===== src/rtl/wpar_pkg.sv =====
package wpar_pkg;
  // Default widths shared by the parity path
  localparam int unsigned WORD_W_DEF = 32;
  localparam int unsigned LEN_W_DEF  = 10;

  // Framing flags carried alongside each word
  typedef struct packed {
    logic valid;
    logic sop;
    logic eop;
  } wpar_frame_t;
endpackage


===== src/rtl/wpar_xor_tree.sv =====
// Balanced XOR reduction; output is 1 when the input has an odd count of ones.
module wpar_xor_tree #(
  parameter int unsigned W = 32
) (
  input  logic [W-1:0] din,
  output logic         odd
);
  localparam int unsigned LVLS = (W > 1) ? $clog2(W) : 0;
  localparam int unsigned P    = 1 << LVLS;

  logic [P-1:0] padded;

  always_comb begin
    padded = '0;
    padded[W-1:0] = din;
  end

  for (genvar lv = 0; lv <= LVLS; lv++) begin : g_lvl
    logic [(P >> lv)-1:0] v;
    if (lv == 0) begin : g_leaf
      assign v = padded;
    end else begin : g_node
      for (genvar j = 0; j < (P >> lv); j++) begin : g_pair
        assign v[j] = g_lvl[lv-1].v[2*j] ^ g_lvl[lv-1].v[2*j+1];
      end
    end
  end

  assign odd = g_lvl[LVLS].v[0];
endmodule


===== src/rtl/wpar_inject_ctl.sv =====
// Decides, on each start word, whether the packet's parity is corrupted and
// holds that decision until the end word.
module wpar_inject_ctl #(
  parameter int unsigned LEN_W = 10
) (
  input  logic             clk,
  input  logic             rst_n,
  input  logic             in_valid,
  input  logic             in_sop,
  input  logic             in_eop,
  input  logic [LEN_W-1:0] hdr_len,
  input  logic             cfg_bad_en,
  input  logic [LEN_W-1:0] cfg_match_len,
  output logic             inject_word
);
  logic in_pkt_q, in_pkt_d;
  logic hold_q, hold_d;
  logic start, len_hit, state_en;

  always_comb begin
    start    = in_valid & in_sop;
    len_hit  = cfg_bad_en & (hdr_len == cfg_match_len);
    state_en = in_valid;
    in_pkt_d = in_pkt_q;
    hold_d   = hold_q;
    if (start) begin
      in_pkt_d = ~in_eop;
      hold_d   = len_hit & ~in_eop;
    end else if (in_eop) begin
      in_pkt_d = 1'b0;
      hold_d   = 1'b0;
    end
    inject_word = start ? len_hit : (in_pkt_q & hold_q);
  end

  always_ff @(posedge clk or negedge rst_n) begin
    if (!rst_n) begin
      in_pkt_q <= 1'b0;
      hold_q   <= 1'b0;
    end else if (state_en) begin
      in_pkt_q <= in_pkt_d;
      hold_q   <= hold_d;
    end
  end

  // decision only changes on a start or end word
  assert_hold_stable_R6: assert property (@(posedge clk) disable iff (!rst_n)
    (in_pkt_q && !(in_valid && (in_sop || in_eop))) |=> $stable(hold_q));

  // no held decision outside a packet
  assert_no_hold_outside_R10: assert property (@(posedge clk) disable iff (!rst_n)
    !in_pkt_q |-> !hold_q);

  // disabled mode never corrupts a start word
  assert_no_inject_disabled_R3: assert property (@(posedge clk) disable iff (!rst_n)
    (in_valid && in_sop && !cfg_bad_en) |-> !inject_word);
endmodule


===== src/rtl/wpar_out_stage.sv =====
// Output register: framing, data and final parity bit.
module wpar_out_stage #(
  parameter int unsigned WORD_W = 32
) (
  input  logic                 clk,
  input  logic                 rst_n,
  input  wpar_pkg::wpar_frame_t frm_in,
  input  logic [WORD_W-1:0]    data_in,
  input  logic                 odd_in,
  input  logic                 inject_in,
  output wpar_pkg::wpar_frame_t frm_out,
  output logic [WORD_W-1:0]    data_out,
  output logic                 par_out
);
  logic              vld_q;
  logic              sop_q, eop_q, par_q, bad_q;
  logic [WORD_W-1:0] data_q;
  logic              par_d, load_en;

  always_comb begin
    load_en = frm_in.valid;
    par_d   = odd_in ^ inject_in;
  end

  always_ff @(posedge clk or negedge rst_n) begin
    if (!rst_n) vld_q <= 1'b0;
    else        vld_q <= frm_in.valid;
  end

  always_ff @(posedge clk) begin
    if (load_en) begin
      sop_q  <= frm_in.sop;
      eop_q  <= frm_in.eop;
      data_q <= data_in;
      par_q  <= par_d;
      bad_q  <= inject_in;
    end
  end

  always_comb begin
    frm_out.valid = vld_q;
    frm_out.sop   = sop_q;
    frm_out.eop   = eop_q;
    data_out      = data_q;
    par_out       = par_q;
  end

  // parity over the word plus its bit is odd exactly when corrupted
  assert_par_relation_R1: assert property (@(posedge clk) disable iff (!rst_n)
    vld_q |-> ((^{data_q, par_q}) == bad_q));
endmodule


===== src/rtl/wpar_gen.sv =====
module wpar_gen #(
  parameter int unsigned WORD_W = wpar_pkg::WORD_W_DEF,
  parameter int unsigned LEN_W  = wpar_pkg::LEN_W_DEF
) (
  input  logic              clk,
  input  logic              rst_n,
  input  logic              in_valid,
  input  logic              in_sop,
  input  logic              in_eop,
  input  logic [WORD_W-1:0] in_data,
  input  logic              cfg_bad_en,
  input  logic [LEN_W-1:0]  cfg_match_len,
  output logic              out_valid,
  output logic              out_sop,
  output logic              out_eop,
  output logic [WORD_W-1:0] out_data,
  output logic              out_par
);
  wpar_pkg::wpar_frame_t frm_in, frm_out;
  logic word_odd, inject_word;

  assign frm_in = '{valid: in_valid, sop: in_sop, eop: in_eop};

  wpar_xor_tree #(.W(WORD_W)) u_tree (
    .din (in_data),
    .odd (word_odd)
  );

  wpar_inject_ctl #(.LEN_W(LEN_W)) u_ctl (
    .clk           (clk),
    .rst_n         (rst_n),
    .in_valid      (in_valid),
    .in_sop        (in_sop),
    .in_eop        (in_eop),
    .hdr_len       (in_data[LEN_W-1:0]),
    .cfg_bad_en    (cfg_bad_en),
    .cfg_match_len (cfg_match_len),
    .inject_word   (inject_word)
  );

  wpar_out_stage #(.WORD_W(WORD_W)) u_out (
    .clk       (clk),
    .rst_n     (rst_n),
    .frm_in    (frm_in),
    .data_in   (in_data),
    .odd_in    (word_odd),
    .inject_in (inject_word),
    .frm_out   (frm_out),
    .data_out  (out_data),
    .par_out   (out_par)
  );

  assign out_valid = frm_out.valid;
  assign out_sop   = frm_out.sop;
  assign out_eop   = frm_out.eop;

  // one-cycle pass-through of words and idle cycles
  assert_valid_follows_R2: assert property (@(posedge clk) disable iff (!rst_n)
    in_valid |=> (out_valid && out_data == $past(in_data)));
  assert_idle_follows_R2: assert property (@(posedge clk) disable iff (!rst_n)
    !in_valid |=> !out_valid);
  // nothing valid while reset is asserted
  always_comb begin
    if (!rst_n) assert_reset_quiet_R8: assert (!out_valid);
  end
endmodule


===== config.mk =====
export PLATFORM = sky130hd
export DESIGN_NAME = wpar_gen
export DESIGN_NICKNAME = d
export VERILOG_FILES = /design/src/rtl/wpar_pkg.sv /design/src/rtl/wpar_xor_tree.sv /design/src/rtl/wpar_inject_ctl.sv /design/src/rtl/wpar_out_stage.sv /design/src/rtl/wpar_gen.sv
export SDC_FILE = /design/constraint.sdc
export NUM_CORES = 1
export LEC_CHECK = 0
export BUFFER_PORTS_ARGS = -buffer_cell sky130_fd_sc_hd__buf_2
export CORE_ASPECT_RATIO = 1.2
export CORE_UTILIZATION = 47
export DETAILED_ROUTE_END_ITERATION = 6
export PLACE_DENSITY = 0.83
export SLEW_MARGIN = 0
export SYNTH_ARGS = -nofsm -noshare
export SYNTH_HDL_FRONTEND = slang
export SYNTH_SLANG_ARGS = --single-unit

===== constraint.sdc =====
create_clock -name clk -period 2.05 [get_ports clk]
set_clock_uncertainty 0.15 [all_clocks]
set_input_delay 0.1025 -clock clk [delete_from_list [all_inputs] [get_ports clk]]
set_output_delay 0.1025 -clock clk [all_outputs]
set_load 0.02 [all_outputs]

Word level (Yosys, flattened, before mapping)

Index checks and enable logic that the tools add are counted.

Equal/unequal tests: 1
Mux-type cells: 4
Bitwise gates (word level): 37
Reductions and logical operators: 2

Operators by type and width:

| operator             | number |
|---|---|
| bitwise XOR 1 bit    | 32 |
| equality test 10 bit | 1 |
| bitwise AND 1 bit    | 4 |
| 2-to-1 mux 1 bit     | 4 |
| AND reduction 2 bit  | 1 |
| nonzero test 2 bit   | 1 |
| NOT 1 bit            | 1 |

Register bits: 38
Input bits: 48
Output and inout bits: 36
Logic and storage cells: 51

Depth between registers and ports, before layout

Depth in word-level cells: 6
Mapped depth: 5

Modules after synthesis

From an unflattened synthesis, not the netlist that was laid out.

Cell total of the unflattened synthesis: 96
Area total of the unflattened synthesis: 1,580.3 um^2

Modules (own cells, without submodules):

| module          | instances | cells an instance | area each (um^2) | sequential area each (um^2) |
|---|---|---|---|---|
| wpar_out_stage  | 1         | 40                | 1,107.3          | 1,076.0 |
| wpar_xor_tree   | 1         | 31                | 271.5            | 0.0 |
| wpar_inject_ctl | 1         | 25                | 201.4            | 50.0 |

Worst setup path before layout

OpenSTA, ideal clock, no wires.

Kind: input to register
From: in cfg_match_len[8]
To: reg u_out.par_q (netlist: u_out.par_out) (data pin)
Arrival time: 1.065 ns
Data required time: 1.632 ns
Setup slack: 0.567 ns
Stages: 5
Path buffers: 0
Cells stage by stage: xor2_1 nor4_1 and4_1 a31oi_1 xnor3_1

Cells in the longest elaborated chain, start to end: 4

RTL lines:

| item                  | line                  | RTL |
|---|---|---|
| start, declared       | wpar_gen.sv:12        | `input logic [LEN_W-1:0] cfg_match_len,` |
| equality test 10 bit  | wpar_inject_ctl.sv:22 | `len_hit = cfg_bad_en & (hdr_len == cfg_match_len);` |
| bitwise AND 1 bit     | wpar_inject_ctl.sv:22 |  |
| 2-to-1 mux 1 bit      | wpar_inject_ctl.sv:33 | `inject_word = start ? len_hit : (in_pkt_q & hold_q);` |
| bitwise XOR 1 bit     | wpar_out_stage.sv:22  | `par_d = odd_in ^ inject_in;` |
| named net u_out.par_d | wpar_out_stage.sv:18  | `logic par_d, load_en;` |
| end signal, assigned  | wpar_out_stage.sv:35  | `par_q <= par_d;` |
| end, declared         | wpar_out_stage.sv:16  | `logic sop_q, eop_q, par_q, bad_q;` |

The timed path passes the listed nets, and every way through them passes these cells.
A chain may end at the register's enable or synchronous reset.

Final worst setup path

From: in in_data[6]
To: reg u_out.par_q (netlist: u_out.par_out) (data pin)

Cells in the longest elaborated chain, start to end: 6
Elaborated cells on any way between the ends: 9

RTL lines:

| item                            | line                 | RTL |
|---|---|---|
| start, declared                 | wpar_gen.sv:10       | `input logic [WORD_W-1:0] in_data,` |
| bitwise XOR 1 bit (5 in series) | wpar_xor_tree.sv:24  | `assign v[j] = g_lvl[lv-1].v[2*j] ^ g_lvl[lv-1].v[2*j+1];` |
| bitwise XOR 1 bit *             | wpar_out_stage.sv:22 |  |
| named net u_out.par_d           | wpar_out_stage.sv:18 |  |

The timed path passes the listed nets; every way through them passes the cells marked *.

==> results by group <==
Power
  – Leakage power of the design: around 1.0 nW
  – Pwr dens: slightly below 800 nW/µm²
  – Total power consumption of the routed design: between 1.5 and 2 mW
  – Peak supply drop: between 0.5 and 0.6 mV

Logic synthesis
  – Synthesized Nets: 139
  – Sequential-to-total area share from yosys stat: between 70% and 80%
  – Synthesized netlist cell count: 91
  – Syn avg cell area: about 17 µm²
  – Count of different cell masters after synthesis: 14
  – Total standard cell area after synthesis: 1560 µm²
  – Count of yosys warnings during synthesis: 0
  – Number of storage elements in the synthesis netlist: 38

CTS
  – TritonCTS clock tree: done
  – Worst-skew pair later-pin latency: ~0.33 ns
  – Number of gates resized after CTS: 0
  – Clock-pin transition on the worst setup and hold timing paths: 0.11 ns
  – CTS Root Buffer Type: sky130_fd_sc_hd__clkbuf_4
  – Sink Count: 38
  – Clock buffer count from CTS: 5
  – Max Root-Sink Buffers: 2
  – H-tree levels: 2

Floorplan
  – Initial cell density of the core: 50.2%
  – Core area: 3110 µm²
  – Count of boundary I/O pins: between 80 and 90
  – Placement row count: 22
  – Die X-Extent: approximately 55 µm
  – Overall die height: 65.2 µm
  – Die Footprint: around 3600 µm²

Detailed routing
  – Number of vias after detailed routing: roughly 1,200
  – Initial DRC count: 14
  – Average wire length per cell after detail routing: 14.1 µm
  – Via-to-Cell Ratio: ~4.6
  – Number of nets with antenna violations after routing: 0
  – Total wirelength of the detailed-routed design: 3630 µm
  – DRC violation count after routing: 0
  – Number of iterations in the first detailed-routing pass: 4

Timing
  – Final Hold Violating Endpoints: 0
  – Number of pins with negative max-slew slack in the final report: 0
  – RSZ-0062 raised after global routing: false
  – Setup Viol. Count Final: 0
  – Worst hold slack: 0.0989 ns
  – Fmax: approximately 500 MHz
  – Setup TNS: 0 ns
  – Time the final worst path needs with I/O delays and setup: around 2.0 ns
  – Final Cycle Share: a little over nine tenths
  – Transition at the pin with the smallest max-transition slack: 0.487 ns
  – Slew HR: between 60% and 70%

Final layout
  – Share of final-layout standard cells stronger than drive strength 1: 40.9%
  – Total Nets Final: roughly 270
  – Area Growth Syn to Fin: 58.6%

Global routing
  – Number of global-route vias before repair: 1,275
  – Total overflow reported by the global router: 0
  – Largest net degree at the start of global routing: 40
  – Wire length of the first global-routing pass: between 5000 and 6000 µm
  – Number of antenna violations at the first check in global routing: 0
  – All-Layer GR Usage: between 20% and 30%

Placed design
  – # port buffers: between 80 and 90
  – Half-perimeter wire length after detailed placement: about 2200 µm
  – Routability congestion estimate: around 0.76

Setup path
  – Worst path required time: slightly below 2 ns
  – Nature of the critical path endpoint: register
  – Data arrival time of the worst path: 1.93 ns
  – Maximum net fanout on the critical path: 3
  – Type of the setup path with the least slack: in2reg
  – Critical path launch point type: primary input

Status
  – Status: finished, final reports clean

Worst hold path
  – Hold WC Path Type: in2reg

Run
  – Maximum Capacitance Violations: 0
==> path summary, 6_finish.rpt <==
kind	slack, ns	cells past startpoint	end	start
min in group asynchronous	0.51	3	u_ctl.hold_q	rst_n
max in group asynchronous	1.08	3	u_out.vld_q	rst_n
min	0.1	4	u_ctl.hold_q	cfg_bad_en
max	0.05	7	u_out.par_out	in_data[6]
min reg2reg	0.43	2	u_ctl.hold_q	u_ctl.hold_q
max reg2reg	0.65	3	u_ctl.in_pkt_q	u_ctl.in_pkt_q
==> stage by stage <==
step / worst slack, ns / util, % / cell area, µm² / instances
final: 0.0475 / 79.7 / 2480 / 257
after CTS: 0.100 / 79.6 / 2480 / 256
after floorplan: 0.567 / - / 1560 / 91
after global placement: 0.292 / 65.3 / 2030 / 211
after global routing: 0.0186 / 79.6 / 2480 / 256
after detailed placement: 0.273 / 65.3 / 2030 / 211
==> cells by family (layout without fill, tap and decap cells) <==
logic type,Yosys count,count (layout),synth area share [%]
other cells,0,1,0
simple gates,7,7,2.40
flops,38,38,72.1
compound gates,4,4,1.44
buf+inv,1,130,0.240
xor+xnor,41,41,23.9
==> cells in the final DEF (no fill, tap or decap), drive strengths merged <==
| cell | n |
|---|---|
| a21oi | 2 |
| a31oi | 1 |
| and4 | 1 |
| buf | 84 |
| bufinv | 1 |
| clkbuf | 7 |
| dfrtp | 3 |
| diode | 1 |
| dlygate4sd3 | 37 |
| edfxtp | 35 |
| inv | 1 |
| nand2 | 1 |
| nor2 | 2 |
| nor3 | 1 |
| nor4 | 2 |
| o22ai | 1 |
| xnor2 | 26 |
| xnor3 | 1 |
| xor2 | 14 |
==> Yosys cell counts <==
| cell | count | area share (%) |
|---|---|---|
| sky130_fd_sc_hd__edfxtp_1 | 35 | 67 |
| sky130_fd_sc_hd__dfrtp_1 | 3 | 4.8 |
| sky130_fd_sc_hd__and4_1 | 1 | 0.56 |
| sky130_fd_sc_hd__xor2_1 | 14 | 7.8 |
| sky130_fd_sc_hd__nand2_1 | 1 | 0.24 |
| sky130_fd_sc_hd__a21oi_1 | 2 | 0.64 |
| sky130_fd_sc_hd__xnor2_1 | 26 | 15 |
| sky130_fd_sc_hd__nor4_1 | 2 | 0.80 |
| sky130_fd_sc_hd__xnor3_1 | 1 | 1.4 |
| sky130_fd_sc_hd__inv_1 | 1 | 0.24 |
| sky130_fd_sc_hd__nor3_1 | 1 | 0.32 |
| sky130_fd_sc_hd__a31oi_1 | 1 | 0.40 |
| sky130_fd_sc_hd__o22ai_1 | 1 | 0.40 |
| sky130_fd_sc_hd__nor2_1 | 2 | 0.48 |
==> critical path, cell delays in order <==
cell,delay (ns)
sky130_fd_sc_hd__dlygate4sd3_1,0.54
sky130_fd_sc_hd__buf_2,0.15
sky130_fd_sc_hd__xor2_1,0.15
sky130_fd_sc_hd__nor4_1,0.30
sky130_fd_sc_hd__and4_1,0.27
sky130_fd_sc_hd__a31oi_1,0.06
sky130_fd_sc_hd__xnor3_1,0.36
==> metal layers <==
metal | track usage, % | part of all wire (%)
met5 | 0 | 0
met4 | 12.2 | 2.0
met3 | 7.87 | 9.4
met2 | 36.4 | 50
met1 | 23.2 | 39
==> power breakdown <==
part / internal [mW] / switching, mW / leakage (nW)
clock network: 0.259 / 0.225 / 0.0395
registers: 0.931 / 0.0173 / 0.380
logic: 0.250 / 0.251 / 0.630
total: 1.44 / 0.493 / 1.05
==> state kept, by name, indices dropped and copies added (netlist names) <==
name	flops
u_ctl.hold_q	1
u_out.sop_q	1
u_out.eop_q	1
u_ctl.in_pkt_q	1
u_out.data_out	32
u_out.par_out	1
u_out.vld_q	1
==> final cells by class <==
type	count	area, µm²
Antenna cell	1	2.50
Clock buffer	7	45.0
Clock inverter	1	30.0
Fill cell	175	632
Inverter	1	3.75
Multi-Input combinational cell	52	433
Sequential cell	38	1130
Tap cell	36	45.0
Timing Repair Buffer	121	793
==> what timing repair did <==
item / 4_1_cts / 5_1_grt
endpoints found under the hold margin: 39 / 0
buffers inserted: 0 / 0
hold buffers: 37 / 0
Power figures use the tool's default switching activity.
